<file path="src/rtl/fir_fold_pkg.sv">
package fir_fold_pkg;

    typedef enum logic [2:0] {
        ST_IDLE,
        ST_ARM,
        ST_MAC,
        ST_FINISH,
        ST_HOLD
    } seq_state_t;

    // number of sequencer steps needed to cover ntap taps two at a time
    function automatic int pair_steps(input int ntap);
        return (ntap + 1) / 2;
    endfunction

endpackage

</file>
<file path="src/rtl/fir_tapline.sv">
module fir_tapline #(
    parameter int NTAP = 9,
    parameter int DW   = 16,
    parameter int DF   = 15,
    parameter int IW   = 16,
    parameter int IF   = 15
) (
    input  logic                     clk,
    input  logic                     rst_n,
    input  logic                     shift_en,
    input  logic [DW-1:0]            din,
    output logic [NTAP-1:0][IW-1:0]  taps
);
    localparam int FRAC_PAD = IF - DF;

    logic signed [IW-1:0] din_wide;

    // widen: sign extend the integer side, zero fill the fraction side
    always_comb begin
        din_wide = IW'($signed(din));
        din_wide = din_wide <<< FRAC_PAD;
    end

    always_ff @(posedge clk) begin
        if (!rst_n) begin
            taps <= '0;
        end else if (shift_en) begin
            taps[0] <= din_wide;
            for (int i = 1; i < NTAP; i++) begin
                taps[i] <= taps[i-1];
            end
        end
    end

    assert_taps_hold_R3: assert property (@(posedge clk) disable iff (!rst_n)
        !shift_en |=> $stable(taps));

endmodule

</file>
<file path="src/rtl/fir_mac.sv">
module fir_mac #(
    parameter int NTAP = 9,
    parameter int CW   = 16,
    parameter int CF   = 15,
    parameter int IW   = 16,
    parameter int IF   = 15,
    parameter int SW   = 3,
    parameter int AW   = 36
) (
    input  logic                     clk,
    input  logic                     rst_n,
    input  logic [NTAP-1:0][IW-1:0]  taps,
    input  logic [NTAP-1:0][CW-1:0]  coefs,
    input  logic [SW-1:0]            step,
    input  logic                     mac_en,
    input  logic                     clear,
    output logic signed [AW-1:0]     acc
);
    localparam int PW       = 2 * IW;
    localparam int FRAC_PAD = IF - CF;
    localparam int LANES    = 2;

    logic signed [IW-1:0] coef_wide [NTAP];
    logic signed [IW-1:0] opx       [LANES];
    logic signed [IW-1:0] opc       [LANES];
    logic signed [PW-1:0] prod      [LANES];
    logic        [SW:0]   idx       [LANES];

    for (genvar k = 0; k < NTAP; k++) begin : g_coef
        assign coef_wide[k] = $signed(IW'($signed(coefs[k]))) <<< FRAC_PAD;
    end

    // lane 0 takes the even tap of the current pair, lane 1 the odd tap
    for (genvar l = 0; l < LANES; l++) begin : g_lane
        assign idx[l] = {step, 1'(l)};

        always_comb begin
            opx[l] = '0;
            opc[l] = '0;
            for (int i = 0; i < NTAP; i++) begin
                if (idx[l] == (SW+1)'(i)) begin
                    opx[l] = $signed(taps[i]);
                    opc[l] = coef_wide[i];
                end
            end
        end

        assign prod[l] = PW'(opx[l]) * PW'(opc[l]);
    end

    always_ff @(posedge clk) begin
        if (!rst_n) begin
            acc <= '0;
        end else if (clear) begin
            acc <= '0;
        end else if (mac_en) begin
            acc <= acc + AW'(prod[0]) + AW'(prod[1]);
        end
    end

    assert_acc_cleared_R8: assert property (@(posedge clk) disable iff (!rst_n)
        clear |=> (acc == '0));

    assert_acc_quiet_R2: assert property (@(posedge clk) disable iff (!rst_n)
        (!mac_en && !clear) |=> $stable(acc));

endmodule

</file>
<file path="src/rtl/fir_seq.sv">
module fir_seq
    import fir_fold_pkg::*;
#(
    parameter int NSTEP = 5,
    parameter int SW    = 3
) (
    input  logic          clk,
    input  logic          rst_n,
    input  logic          s_valid,
    input  logic          m_ready,
    output logic          s_ready,
    output logic          shift_en,
    output logic          mac_en,
    output logic [SW-1:0] step,
    output logic          emit,
    output logic          m_valid
);
    localparam logic [SW-1:0] LAST_STEP = SW'(NSTEP - 1);
    localparam int            LATENCY   = NSTEP + 2;

    seq_state_t state, state_nx;

    // state register and step counter
    always_ff @(posedge clk) begin
        if (!rst_n) begin
            state <= ST_IDLE;
            step  <= '0;
        end else begin
            state <= state_nx;
            step  <= (state == ST_MAC) ? step + 1'b1 : '0;
        end
    end

    always_comb begin
        state_nx = state;
        unique case (state)
            ST_IDLE:   if (s_valid) state_nx = ST_ARM;
            ST_ARM:    state_nx = ST_MAC;
            ST_MAC:    if (step == LAST_STEP) state_nx = ST_FINISH;
            ST_FINISH: state_nx = ST_HOLD;
            ST_HOLD:   if (m_ready) state_nx = ST_IDLE;
            default:   state_nx = ST_IDLE;
        endcase
    end

    // outputs
    always_comb begin
        s_ready  = 1'b0;
        mac_en   = 1'b0;
        emit     = 1'b0;
        m_valid  = 1'b0;
        unique case (state)
            ST_IDLE:   s_ready = 1'b1;
            ST_ARM:    ;
            ST_MAC:    mac_en  = 1'b1;
            ST_FINISH: emit    = 1'b1;
            ST_HOLD:   m_valid = 1'b1;
            default:   ;
        endcase
        shift_en = s_ready && s_valid;
    end

    // cycles since the last acceptance, for the latency check only
    logic [7:0] since_accept;
    always_ff @(posedge clk) begin
        if (!rst_n)
            since_accept <= '0;
        else if (shift_en)
            since_accept <= 8'd1;
        else if (since_accept != 0 && !m_valid && since_accept != 8'hFF)
            since_accept <= since_accept + 8'd1;
    end

    assert_ready_drops_R5: assert property (@(posedge clk) disable iff (!rst_n)
        shift_en |=> !s_ready);

    assert_ready_returns_R5: assert property (@(posedge clk) disable iff (!rst_n)
        (m_valid && m_ready) |=> (s_ready && !m_valid));

    assert_latency_R4: assert property (@(posedge clk) disable iff (!rst_n)
        $rose(m_valid) |-> (since_accept == 8'(LATENCY + 1)));

endmodule

</file>
<file path="src/rtl/fir9_fold2.sv">
module fir9_fold2 #(
    parameter int NTAP = 9,
    parameter int DW   = 16,
    parameter int DF   = 15,
    parameter int CW   = 16,
    parameter int CF   = 15,
    parameter int IW   = 16,
    parameter int IF   = 15
) (
    input  logic                     clk,
    input  logic                     rst_n,
    input  logic [DW-1:0]            s_tdata,
    input  logic                     s_tlast,
    input  logic                     s_tvalid,
    output logic                     s_tready,
    output logic [DW-1:0]            m_tdata,
    output logic                     m_tlast,
    output logic                     m_tvalid,
    input  logic                     m_tready,
    input  logic [NTAP-1:0][CW-1:0]  coef_taps
);
    localparam int NSTEP = fir_fold_pkg::pair_steps(NTAP);
    localparam int SW    = (NSTEP > 1) ? $clog2(NSTEP) : 1;
    localparam int AW    = 2 * IW + $clog2(NTAP);
    localparam int OSH   = 2 * IF - DF;

    logic                     shift_en;
    logic                     mac_en;
    logic                     emit;
    logic [SW-1:0]            step;
    logic [NTAP-1:0][IW-1:0]  taps;
    logic signed [AW-1:0]     acc;
    logic                     last_hold;
    logic [DW-1:0]            out_data;
    logic                     out_last;

    fir_seq #(.NSTEP(NSTEP), .SW(SW)) u_seq (
        .clk      (clk),
        .rst_n    (rst_n),
        .s_valid  (s_tvalid),
        .m_ready  (m_tready),
        .s_ready  (s_tready),
        .shift_en (shift_en),
        .mac_en   (mac_en),
        .step     (step),
        .emit     (emit),
        .m_valid  (m_tvalid)
    );

    fir_tapline #(.NTAP(NTAP), .DW(DW), .DF(DF), .IW(IW), .IF(IF)) u_taps (
        .clk      (clk),
        .rst_n    (rst_n),
        .shift_en (shift_en),
        .din      (s_tdata),
        .taps     (taps)
    );

    fir_mac #(.NTAP(NTAP), .CW(CW), .CF(CF), .IW(IW), .IF(IF), .SW(SW), .AW(AW)) u_mac (
        .clk    (clk),
        .rst_n  (rst_n),
        .taps   (taps),
        .coefs  (coef_taps),
        .step   (step),
        .mac_en (mac_en),
        .clear  (emit),
        .acc    (acc)
    );

    // output register: rescale, truncate, pair with the stored packet flag
    always_ff @(posedge clk) begin
        if (!rst_n) begin
            last_hold <= 1'b0;
            out_data  <= '0;
            out_last  <= 1'b0;
        end else begin
            if (shift_en)
                last_hold <= s_tlast;
            if (emit) begin
                out_data <= DW'(acc >>> OSH);
                out_last <= last_hold;
            end
        end
    end

    assign m_tdata = out_data;
    assign m_tlast = out_last;

    assert_out_stable_R6: assert property (@(posedge clk) disable iff (!rst_n)
        (m_tvalid && !m_tready) |=> (m_tvalid && $stable(m_tdata) && $stable(m_tlast)));

    assert_flag_kept_R7: assert property (@(posedge clk) disable iff (!rst_n)
        !s_tready |=> $stable(last_hold));

endmodule

</file>
<file path="config.mk">
export PLATFORM = sky130hd
export DESIGN_NAME = fir9_fold2
export DESIGN_NICKNAME = d
export VERILOG_FILES = /design/src/rtl/fir_fold_pkg.sv /design/src/rtl/fir_tapline.sv /design/src/rtl/fir_mac.sv /design/src/rtl/fir_seq.sv /design/src/rtl/fir9_fold2.sv
export SDC_FILE = /design/constraint.sdc
export NUM_CORES = 2
export LEC_CHECK = 0
export BUFFER_PORTS_ARGS = -buffer_cell sky130_fd_sc_hd__buf_2
export CORE_MARGIN = 3
export CORE_UTILIZATION = 39
export DETAILED_ROUTE_END_ITERATION = 12
export SYNTH_ARGS = -nofsm -noshare
export SYNTH_HDL_FRONTEND = slang
export SYNTH_SLANG_ARGS = --single-unit
</file>
<file path="constraint.sdc">
create_clock -name clk -period 12.4 [get_ports clk]
set_clock_uncertainty 0.2 [all_clocks]
set_input_delay 0.62 -clock clk [delete_from_list [all_inputs] [get_ports clk]]
set_output_delay 0.62 -clock clk [all_outputs]
set_load 0.02 [all_outputs]
</file>
==> flow_metrics.env <==
export IMPL_status="finished clean"
export IMPL_root_buffer="clkbuf_16"
export IMPL_final_cell_mix="nand2_1, inv_1, fa_1, nor2_1, dfxtp_1"
export IMPL_wl_um=83300
export IMPL_pin_count=184
export IMPL_seq_power_share=0.102
export IMPL_timing_rr_start="u_seq.step[0]$_SDFF_PN0_"
export IMPL_cts_htree_levels=4
export IMPL_hold_depth=3
export IMPL_yosys_area_share_simple=0.156
export IMPL_synth_fa_ha_area_frac=0.469
export IMPL_antenna_found_initial=0
export IMPL_clockPowerShare=0.096
export IMPL_dr_pass1_iters=5
export IMPL_yosysWarnings=0
export IMPL_wl_per_cell_um=18.4
export IMPL_maxCapViolations=0
export IMPL_rsz0062_at_grt="no"
export IMPL_total_power_w=0.00678
export IMPL_dieWidth_um=281
export IMPL_intPower_w=0.00321
export IMPL_grt_pass1_vias=23459
export IMPL_row_count=100
export IMPL_vdd_drop_max_uv=396
export IMPL_avgViaCountPerCell=5.04
export IMPL_sw_frac_of_total=0.527
export IMPL_r2r_cells=31
export IMPL_synth_top_family_by_area="adder cells"
export IMPL_multi_input_area_um2=22300
export IMPL_crit_top_cell="fa_1"
export IMPL_cp_start_kind="register"
export IMPL_crit_arrival_ns=11.15
export IMPL_worstSetupPathType="register to register"
export IMPL_p_leak_nw=15.0
export IMPL_drt_iter0_markers=1529
export IMPL_ys_flop_type="dfxtp_1"
export IMPL_synthesis_nets=4343
export IMPL_crit_path_end_kind="register"
export IMPL_finalCritPeriodShare=0.884
export IMPL_hpwl_um=67300
export IMPL_worst_pin_slew_ns=1.01
export IMPL_synth_distinct_cells=72
export IMPL_grt_ovfl_total=0
export IMPL_chipHeight_um=281
export IMPL_p_comb_frac=0.802
export IMPL_ys_seq_area_frac=0.135
export IMPL_muxShareOfSynthArea=0.00102
export IMPL_min_period_ns=10.96
export IMPL_avgSynthCellArea_um2=8.58
export IMPL_p_switching_w=0.00358
export IMPL_nets=4444
export IMPL_vias=22775
export IMPL_cts_sinks=199
export IMPL_timing_final_max_slew_violations=0
export IMPL_register_area_um2=3980
export IMPL_critPathLaunch="u_seq.step[0]$_SDFF_PN0_"
export IMPL_post_cts_buffers=0
export IMPL_fmax_mhz=91.2
export IMPL_area_growth_pct=9.36
export IMPL_cts_tree="built"
export IMPL_ant_nets=0
export IMPL_synth_edf_count=0
export IMPL_track_usage=0.219
export IMPL_synthArstFlopShare=0
export IMPL_coreArea_um2=74700
export IMPL_start_util=0.395
export IMPL_worst_path_max_delay_cell="fa_1"
export IMPL_drc_errors=0
export IMPL_cp_max_fo=26
export IMPL_synth_compound_area_frac=0.113
export IMPL_hold_buffers=0
export IMPL_layout_commonest_cell="nand2_1"
export IMPL_port_buffers=183
export IMPL_synth_seq_cells=199
export IMPL_grt_max_degree=95
export IMPL_synth_xor_area_frac=0.0146
export IMPL_critical_path_required_ns=12.59
export IMPL_cpPeakStageDelay_ns=0.75
export IMPL_hp_class="input pin to register"
export IMPL_cts_resized_gates=0
export IMPL_synthesis_area_um2=29500
export IMPL_finalSetupViolCount=0
export IMPL_clock_path_buffers=2
export IMPL_nFillCells=7442
export IMPL_relSlewSlack=0.323
export IMPL_insertion_delay_ns=0.51
export IMPL_min_from="s_tdata[2]"
export IMPL_diodes=0
export IMPL_die_area_um2=78900
export IMPL_cts_buffers=17
export IMPL_hold_violations=0
export IMPL_grt_pass1_wl_um=133000
export IMPL_setup_tns_ns=0
export IMPL_synthCells=3436
export IMPL_power_density_nw_per_um2=210
export IMPL_place_congestion=0.988
export IMPL_path_clk_slew_ns=0.10
export IMPL_drive_above_1_share=0.0896
-- logic make-up (layout without fill, tap and decap cells) --
family | count (synthesis) | count (layout)
flip-flops | 199 | 199
AND/OR/NAND/NOR | 1116 | 1116
AO/OA/AOI/OAI | 467 | 467
XOR/XNOR | 46 | 46
multiplexers | 3 | 3
buffers and inverters | 863 | 977
adder cells (fa/ha/maj) | 742 | 742
-- Yosys cell counts (8+ instances only) --
master	count	area share
nand2_1	743	0.095
inv_1	694	0.088
fa_1	605	0.41
nor2_1	215	0.027
dfxtp_1	199	0.14
a21boi_0	165	0.042
ha_1	137	0.058
clkbuf_1	110	0.014
a21oi_1	65	0.011
and2_1	50	0.011
a221oi_1	43	0.013
o21ai_1	42	0.0071
buf_2	37	0.0063
o21ai_0	36	0.0061
xnor2_1	36	0.011
nor3_1	32	0.0054
o21a_1	27	0.0069
a221o_1	20	0.0068
buf_1	18	0.0023
nor2b_1	14	0.0030
nand3_1	11	0.0019
o31ai_1	11	0.0028
a21o_1	8	0.0020
or3_1	8	0.0017
xor2_1	8	0.0024
-- flip-flops by register name, summed over array words and instances, names as in the netlist --
signal / count
u_seq.state: 3
m_tlast: 1
m_tdata: 16
u_seq.step: 3
u_taps.taps: 144
last_hold: 1
u_mac.acc: 31
-- critical path, delay by kind of cell, from the launching register on --
kind	cells	cell delay [ns]
buf+inv	7	1.02
fa+ha+maj	10	5.03
xor+xnor	1	0.14
flops	1	0.35
compound gates	7	1.80
simple gates	6	2.26
-- metal layers --
| layer | share of wire | vias to the layer above | wire length [um] | GRT usage |
|---|---|---|---|---|
| li1 | - | 10602 | - | - |
| met1 | 0.43 | 11481 | 36100 | 0.299 |
| met2 | 0.49 | 597 | 41200 | 0.368 |
| met3 | 0.052 | 95 | 4290 | 0.0316 |
| met4 | 0.022 | 0 | 1850 | 0.0532 |
| met5 | 0 | - | 0 | 0 |
-- final cells by class --
type | count | share of cell area
Tap cell | 969 | 0.0376
Clock buffer | 17 | 0.0132
Timing Repair Buffer | 250 | 0.0453
Sequential cell | 199 | 0.124
Multi-Input combinational cell | 2374 | 0.692
Clock inverter | 15 | 0.00730
Inverter | 695 | 0.0809
-- path summary, 6_finish.rpt --
kind | slack (ns) | endpoint
worst min-delay path | 0.15 | u_taps.taps[2]$_SDFFE_PN0P_
worst max register to register | 1.44 | u_mac.acc[30]$_SDFFE_PP0N_
worst max-delay path | 1.44 | u_mac.acc[30]$_SDFFE_PP0N_
worst min register to register | 0.25 | u_mac.acc[12]$_SDFFE_PP0N_
-- power by group through the flow --
| stage | combinational [W] | clock [W] | sequential [W] |
|---|---|---|---|
| finish | 0.00544 | 0.000653 | 0.000692 |
| global route | 0.00622 | 0.000692 | 0.000695 |
| CTS | 0.00544 | 0.000673 | 0.000691 |
| detailed placement | 0.00541 | 0 | 0.000706 |
| global placement | 0.00540 | 0 | 0.000707 |
| floorplan | 0.00408 | 0 | 0.000695 |
-- through the flow --
stage	area, um^2	hold WS [ns]	worst slack (ns)	util	std cells
floorplan	29500	0.232	3.17	-	3436
global placement	31600	0.239	1.73	0.423	4487
detailed placement	31600	0.246	1.78	0.423	4487
CTS	32200	0.122	1.76	0.432	4519
global route	32200	0.136	0.985	0.432	4519
finish	32200	0.146	1.44	0.432	4519
(Power assumes the default switching activity.)
